## config.mk

```make
export PLATFORM = sky130hd
export DESIGN_NAME = sram_seq_ctl
export DESIGN_NICKNAME = d
export VERILOG_FILES = /design/src/rtl/sram_seq_pkg.sv /design/src/rtl/sram_seq_fsm.sv /design/src/rtl/sram_seq_dp.sv /design/src/rtl/sram_seq_ctl.sv
export SDC_FILE = /design/constraint.sdc
export NUM_CORES = 1
export LEC_CHECK = 0
export ABC_AREA = 1
export BUFFER_PORTS_ARGS = -buffer_cell sky130_fd_sc_hd__buf_2
export CAP_MARGIN = 30
export CELL_PAD_IN_SITES_DETAIL_PLACEMENT = 1
export CELL_PAD_IN_SITES_GLOBAL_PLACEMENT = 1
export CORE_UTILIZATION = 33
export CTS_BUF_LIST = sky130_fd_sc_hd__clkbuf_8
export DETAILED_ROUTE_END_ITERATION = 16
export PLACE_DENSITY = 0.89
export SLEW_MARGIN = 20
export SYNTH_ARGS = -nofsm -noshare
export SYNTH_HDL_FRONTEND = slang
export SYNTH_SLANG_ARGS = --single-unit
```

## constraint.sdc

```tcl
create_clock -name clk -period 1.9 [get_ports clk]
set_clock_uncertainty 0.15 [all_clocks]
set_input_delay 0.19 -clock clk [delete_from_list [all_inputs] [get_ports clk]]
set_output_delay 0.19 -clock clk [all_outputs]
set_load 0.05 [all_outputs]
```

## src/rtl/sram_seq_pkg.sv

```systemverilog
package sram_seq_pkg;

  // Strobe bundle from the sequencer to the datapath.
  typedef struct packed {
    logic ceN;      // memory select, active low
    logic oeN;      // memory output enable, active low
    logic weN;      // memory write enable, active low
    logic drive;    // put write byte on the data pins
    logic load;     // latch a newly accepted request
    logic capture;  // sample the data pins this cycle
  } strobe_t;

  // Round a picosecond time up to whole clock cycles, never below one.
  function automatic int waitCycles(input int ps, input int clkPs);
    int c;
    c = (ps + clkPs - 1) / clkPs;
    return (c < 1) ? 1 : c;
  endfunction

endpackage

```

## src/rtl/sram_seq_fsm.sv

```systemverilog
module sram_seq_fsm
  import sram_seq_pkg::*;
#(
  parameter int RD_CYC    = 4,
  parameter int TURN_CYC  = 2,
  parameter int DRIVE_CYC = 2
) (
  input  logic    clk,
  input  logic    rstN,
  input  logic    reqValid,
  input  logic    reqWrite,
  output logic    reqReady,
  output strobe_t st
);

  localparam int MAX_A  = (RD_CYC > TURN_CYC) ? RD_CYC : TURN_CYC;
  localparam int MAX_C  = (MAX_A > DRIVE_CYC) ? MAX_A : DRIVE_CYC;
  localparam int CNT_W  = $clog2(MAX_C + 1);

  typedef enum logic [2:0] {
    S_IDLE, S_READ, S_TURN, S_DRIVE, S_END
  } state_t;

  state_t stateQ, stateD;
  logic [CNT_W-1:0] cntQ, cntD;
  logic lastRd, lastTurn, lastDrive;

  assign lastRd    = (cntQ == CNT_W'(RD_CYC - 1));
  assign lastTurn  = (cntQ == CNT_W'(TURN_CYC - 1));
  assign lastDrive = (cntQ == CNT_W'(DRIVE_CYC - 1));

  always_comb begin
    stateD = stateQ;
    unique case (stateQ)
      S_IDLE:  if (reqValid) stateD = reqWrite ? S_TURN : S_READ;
      S_READ:  if (lastRd) stateD = S_IDLE;
      S_TURN:  if (lastTurn) stateD = S_DRIVE;
      S_DRIVE: if (lastDrive) stateD = S_END;
      S_END:   stateD = S_IDLE;
      default: stateD = S_IDLE;
    endcase
    cntD = (stateD != stateQ) ? '0 : cntQ + 1'b1;
  end

  always_ff @(posedge clk) begin
    if (!rstN) begin
      stateQ <= S_IDLE;
      cntQ   <= '0;
    end else begin
      stateQ <= stateD;
      cntQ   <= cntD;
    end
  end

  // Strobe decode: write enable ends the write, select lingers one cycle.
  always_comb begin
    st = '{ceN: 1'b1, oeN: 1'b1, weN: 1'b1, drive: 1'b0, load: 1'b0, capture: 1'b0};
    unique case (stateQ)
      S_IDLE:  st.load = reqValid;
      S_READ:  begin st.ceN = 1'b0; st.oeN = 1'b0; st.capture = lastRd; end
      S_TURN:  begin st.ceN = 1'b0; st.weN = 1'b0; end
      S_DRIVE: begin st.ceN = 1'b0; st.weN = 1'b0; st.drive = 1'b1; end
      S_END:   st.ceN = 1'b0;
      default: ;
    endcase
  end

  assign reqReady = (stateQ == S_IDLE);

endmodule

```

## src/rtl/sram_seq_dp.sv

```systemverilog
module sram_seq_dp
  import sram_seq_pkg::*;
#(
  parameter int ADDR_W = 15,
  parameter int DATA_W = 8
) (
  input  logic              clk,
  input  logic              rstN,
  input  strobe_t           st,
  input  logic [ADDR_W-1:0] reqAddr,
  input  logic [DATA_W-1:0] reqWdata,
  input  logic [DATA_W-1:0] memDqIn,
  output logic [ADDR_W-1:0] memAddr,
  output logic [DATA_W-1:0] memDqOut,
  output logic              memDqOe,
  output logic              memCeN,
  output logic              memOeN,
  output logic              memWeN,
  output logic              rspValid,
  output logic [DATA_W-1:0] rspData
);

  logic [ADDR_W-1:0] addrQ;
  logic [DATA_W-1:0] wdataQ, rdataQ;
  logic              rspValidQ;

  always_ff @(posedge clk) begin
    if (!rstN) begin
      addrQ     <= '0;
      wdataQ    <= '0;
      rdataQ    <= '0;
      rspValidQ <= 1'b0;
    end else begin
      if (st.load) begin
        addrQ  <= reqAddr;
        wdataQ <= reqWdata;
      end
      if (st.capture) rdataQ <= memDqIn;
      rspValidQ <= st.capture;
    end
  end

  assign memAddr  = addrQ;
  assign memDqOut = wdataQ;
  assign memDqOe  = st.drive;
  assign memCeN   = st.ceN;
  assign memOeN   = st.oeN;
  assign memWeN   = st.weN;
  assign rspValid = rspValidQ;
  assign rspData  = rdataQ;

endmodule

```

## src/rtl/sram_seq_ctl.sv

```systemverilog
module sram_seq_ctl
  import sram_seq_pkg::*;
#(
  parameter int ADDR_W     = 15,
  parameter int DATA_W     = 8,
  parameter int CLK_PS     = 10000,
  parameter int ACCESS_PS  = 35000,
  parameter int TURN_PS    = 15000,
  parameter int SETUP_PS   = 15000,
  parameter int PULSE_PS   = 22000
) (
  input  logic              clk,
  input  logic              rstN,
  input  logic              reqValid,
  output logic              reqReady,
  input  logic              reqWrite,
  input  logic [ADDR_W-1:0] reqAddr,
  input  logic [DATA_W-1:0] reqWdata,
  output logic              rspValid,
  output logic [DATA_W-1:0] rspData,
  output logic [ADDR_W-1:0] memAddr,
  output logic              memCeN,
  output logic              memOeN,
  output logic              memWeN,
  output logic [DATA_W-1:0] memDqOut,
  output logic              memDqOe,
  input  logic [DATA_W-1:0] memDqIn
);

  localparam int RD_CYC    = waitCycles(ACCESS_PS, CLK_PS);
  localparam int TURN_CYC  = waitCycles(TURN_PS, CLK_PS);
  localparam int SETUP_CYC = waitCycles(SETUP_PS, CLK_PS);
  localparam int PWE_CYC   = waitCycles(PULSE_PS, CLK_PS);
  localparam int PWE_REST  = (PWE_CYC > TURN_CYC) ? PWE_CYC - TURN_CYC : 1;
  localparam int DRIVE_CYC = (SETUP_CYC > PWE_REST) ? SETUP_CYC : PWE_REST;

  strobe_t st;

  sram_seq_fsm #(
    .RD_CYC(RD_CYC), .TURN_CYC(TURN_CYC), .DRIVE_CYC(DRIVE_CYC)
  ) u_fsm (
    .clk(clk), .rstN(rstN), .reqValid(reqValid), .reqWrite(reqWrite),
    .reqReady(reqReady), .st(st)
  );

  sram_seq_dp #(.ADDR_W(ADDR_W), .DATA_W(DATA_W)) u_dp (
    .clk(clk), .rstN(rstN), .st(st), .reqAddr(reqAddr), .reqWdata(reqWdata),
    .memDqIn(memDqIn), .memAddr(memAddr), .memDqOut(memDqOut),
    .memDqOe(memDqOe), .memCeN(memCeN), .memOeN(memOeN), .memWeN(memWeN),
    .rspValid(rspValid), .rspData(rspData)
  );

endmodule

```

==> reports/metrics.cfg <==
[status]
status=complete, no violations

[place]
place.gp.congestion=0.861
dp_hpwl_um=3150
portBuffers=71
dp.cells=303
dp_slack_ns=0.404

[synth]
synth_common_cells=dfxtp_1 (38), nand2_1 (31), nand3_1 (28)
synthCells=187
synth_flop_cell=dfxtp_1
postSynthNetCount=225
syn_area_per_cell_sq_um=8.04
syn_area_sq_um=1500
synthTopCellsByArea=dfxtp_1 (51%), nand3_1 (9.3%), a21oi_1 (8.0%)
yosysUniqueCellTypes=23
synth_top_area_share_pct=50.6
ys_ff_latch=38
synth_edf_count=0
synth-async-reset-ratio_pct=0
yosys_warnings=0
yosysTopAreaCell=dfxtp_1
synth_most_common_cell=dfxtp_1
seq_area_frac_synth_pct=50.6

[die]
core_area_sq_um=4350
die_area_sq_um=4830
start_util_pct=34.5
die_w_um=69.5
rows=24
dieHeight_um=69.5
boundaryPins=72

[detailed_routing]
vias=1541
vias_per_cell=4.83
ant_nets=0
routed_wl_um=4310
drc=0
first_pass_iters=3
drtIter0Drc=35
wl_per_cell_um=13.5

[cells_and_area]
syn_to_final_growth_pct=36.2
n_antenna_cell=0
nNetsFinal=304
fin_cells=319
drive_gt1_share_pct=36.0

[sta]
fmax_ghz=0.583
worst_pin_slew_ns=0.278
tns_ns=0
timing.final.ws_setup_ns=0.186
hold_viol=0
slew_headroom_pct=81.4
finalCritPeriodShare_pct=90.2
fin_crit_ns=1.71
setup_viol=0
maxSlewViolCount=0
rsz0062_at_grt=no

[setup_path]
path_class=reg2out
cp.required_ns=1.56
crit_path_top_delay_cell=dfxtp_1
rr_startpoint=u_fsm.cntQ[0]
critPathBufInv=2
reg2reg_setup_slack_ns=0.40
rr_worst_depth=7
cp_top_family=buffers and inverters
cp_max_fo=18
timing.rr.end=u_fsm.cntQ[2]
crit_path_start_kind=flop
arrival_ns=1.37
worstPathCellList=nor2_2, nand2_2, inv_4, buf_2
crit_path_end=reqReady
cpPeakStageDelay_ns=0.36
setup.worst_path.start=u_fsm.stateQ[1]
cp.depth=4
endpoint_kind=output pin

[clock_tree]
cts_tree=yes
hold_buffers=8
htree_levels=2
path_clk_slew_ns=0.07
clockBufferDepth=2
clock-root-buffer=clkbuf_8
cts-buffers-inserted=5
cts.sinks=38
postCtsSetupRepairBufs=0
worstSkewPairLatency_ns=0.29
cts_resized=0

[global_route]
grt_pass1_vias=1581
grtUsageTotal_pct=18.5
grt_pass1_wl_um=7090
antenna_found_initial=0
grt_max_degree=24
gr-total-overflow=0

[power_and_ir_drop]
p_leak_nw=0.977
vdd_drop_max_v=0.000442
powerDensity_nw_per_um2=1040

[min_path]
hold_class=in2reg

[run]
cap_violations=0

layout make-up:
cell class	count	area, sq um
clock buffers	6	82.6
clock inverters	2	12.5
fillers	552	2310
inverters	8	32.5
well taps	52	65.1
repair buffers	82	458
flip-flops and latches	38	761
multi-input cells	131	637
state kept, by name, summed over array words and instances (netlist names):
signal,count
u_dp.memAddr,15
u_dp.memDqOut,8
u_dp.rspData,8
u_fsm.cntQ,3
u_fsm.stateQ,3
u_dp.rspValid,1
metrics by stage:
step / utilization [%] / hold slack (ns) / area, sq um / power, mW
detailed placement: 43.0 / 0.274 / 1870 / 1.57
floorplan: - / 0.175 / 1500 / 1.43
global route: 47.0 / 0.00204 / 2050 / 2.27
finish: 47.0 / 0.0158 / 2050 / 2.14
CTS: 47.0 / 0.00781 / 2050 / 2.17
global placement: 43.0 / 0.262 / 1870 / 1.55
logic make-up after synthesis:
logic type	synth area share (%)
AND/OR/NAND/NOR	27.5
flip-flops	50.6
AO/OA/AOI/OAI	12.3
buffers and inverters	7.07
adder cells (fa/ha/maj)	2.50
worst min path at each step:
stage,slack (ns),cells past startpoint,startpoint,to
final,0.02,3,reqAddr[14],u_dp.memAddr[14]
after floorplan,0.17,2,memDqIn[0],u_dp.rspData[0]
after global placement,0.26,3,memDqIn[2],u_dp.rspData[2]
after global routing,0.002,3,reqWdata[7],u_dp.memDqOut[7]
after detailed placement,0.27,3,memDqIn[5],u_dp.rspData[5]
after CTS,0.008,3,reqWdata[7],u_dp.memDqOut[7]
layout by cell type (no fill, tap or decap):
cell and n:
buf_2 71, dfxtp_1 38, nand2_1 31, nand3_1 28
a21oi_1 24, nor2_1 22, o21ai_0 10, dlygate4sd3_1 8
clkbuf_8 6, inv_2 4, inv_1 3, nor2_2 3
nand2_2 3, nor3_1 3, ha_1 3, buf_4 3
inv_4 1, a31oi_1 1, nor2_4 1, nand2_4 1
o21ai_2 1, clkinvlp_4 1, clkinv_2 1
power by group:
| part | internal [mW] | switching [mW] |
|---|---|---|
| sequential | 0.861 | 0.0403 |
| combinational | 0.174 | 0.483 |
| clock | 0.291 | 0.288 |
| total | 1.33 | 0.812 |
worst reg2reg max path, cell delays in order (launching register included):
cell and delay, ns:
dfxtp_1 0.33, ha_1 0.20, ha_1 0.17, inv_1 0.11
nand3_1 0.11, nand2_1 0.09, o21ai_2 0.07, nor3_1 0.18
routing by layer:
layer	part of all wire [%]	routed length, um	up-vias	GRT usage [%]
met5	0	0	-	0
met4	1.7	73	0	8.16
met3	7.7	331	8	6.10
met2	46	1990	57	30.7
met1	44	1920	703	21.7
li1	-	-	773	-
Power figures use the tool's default switching activity.
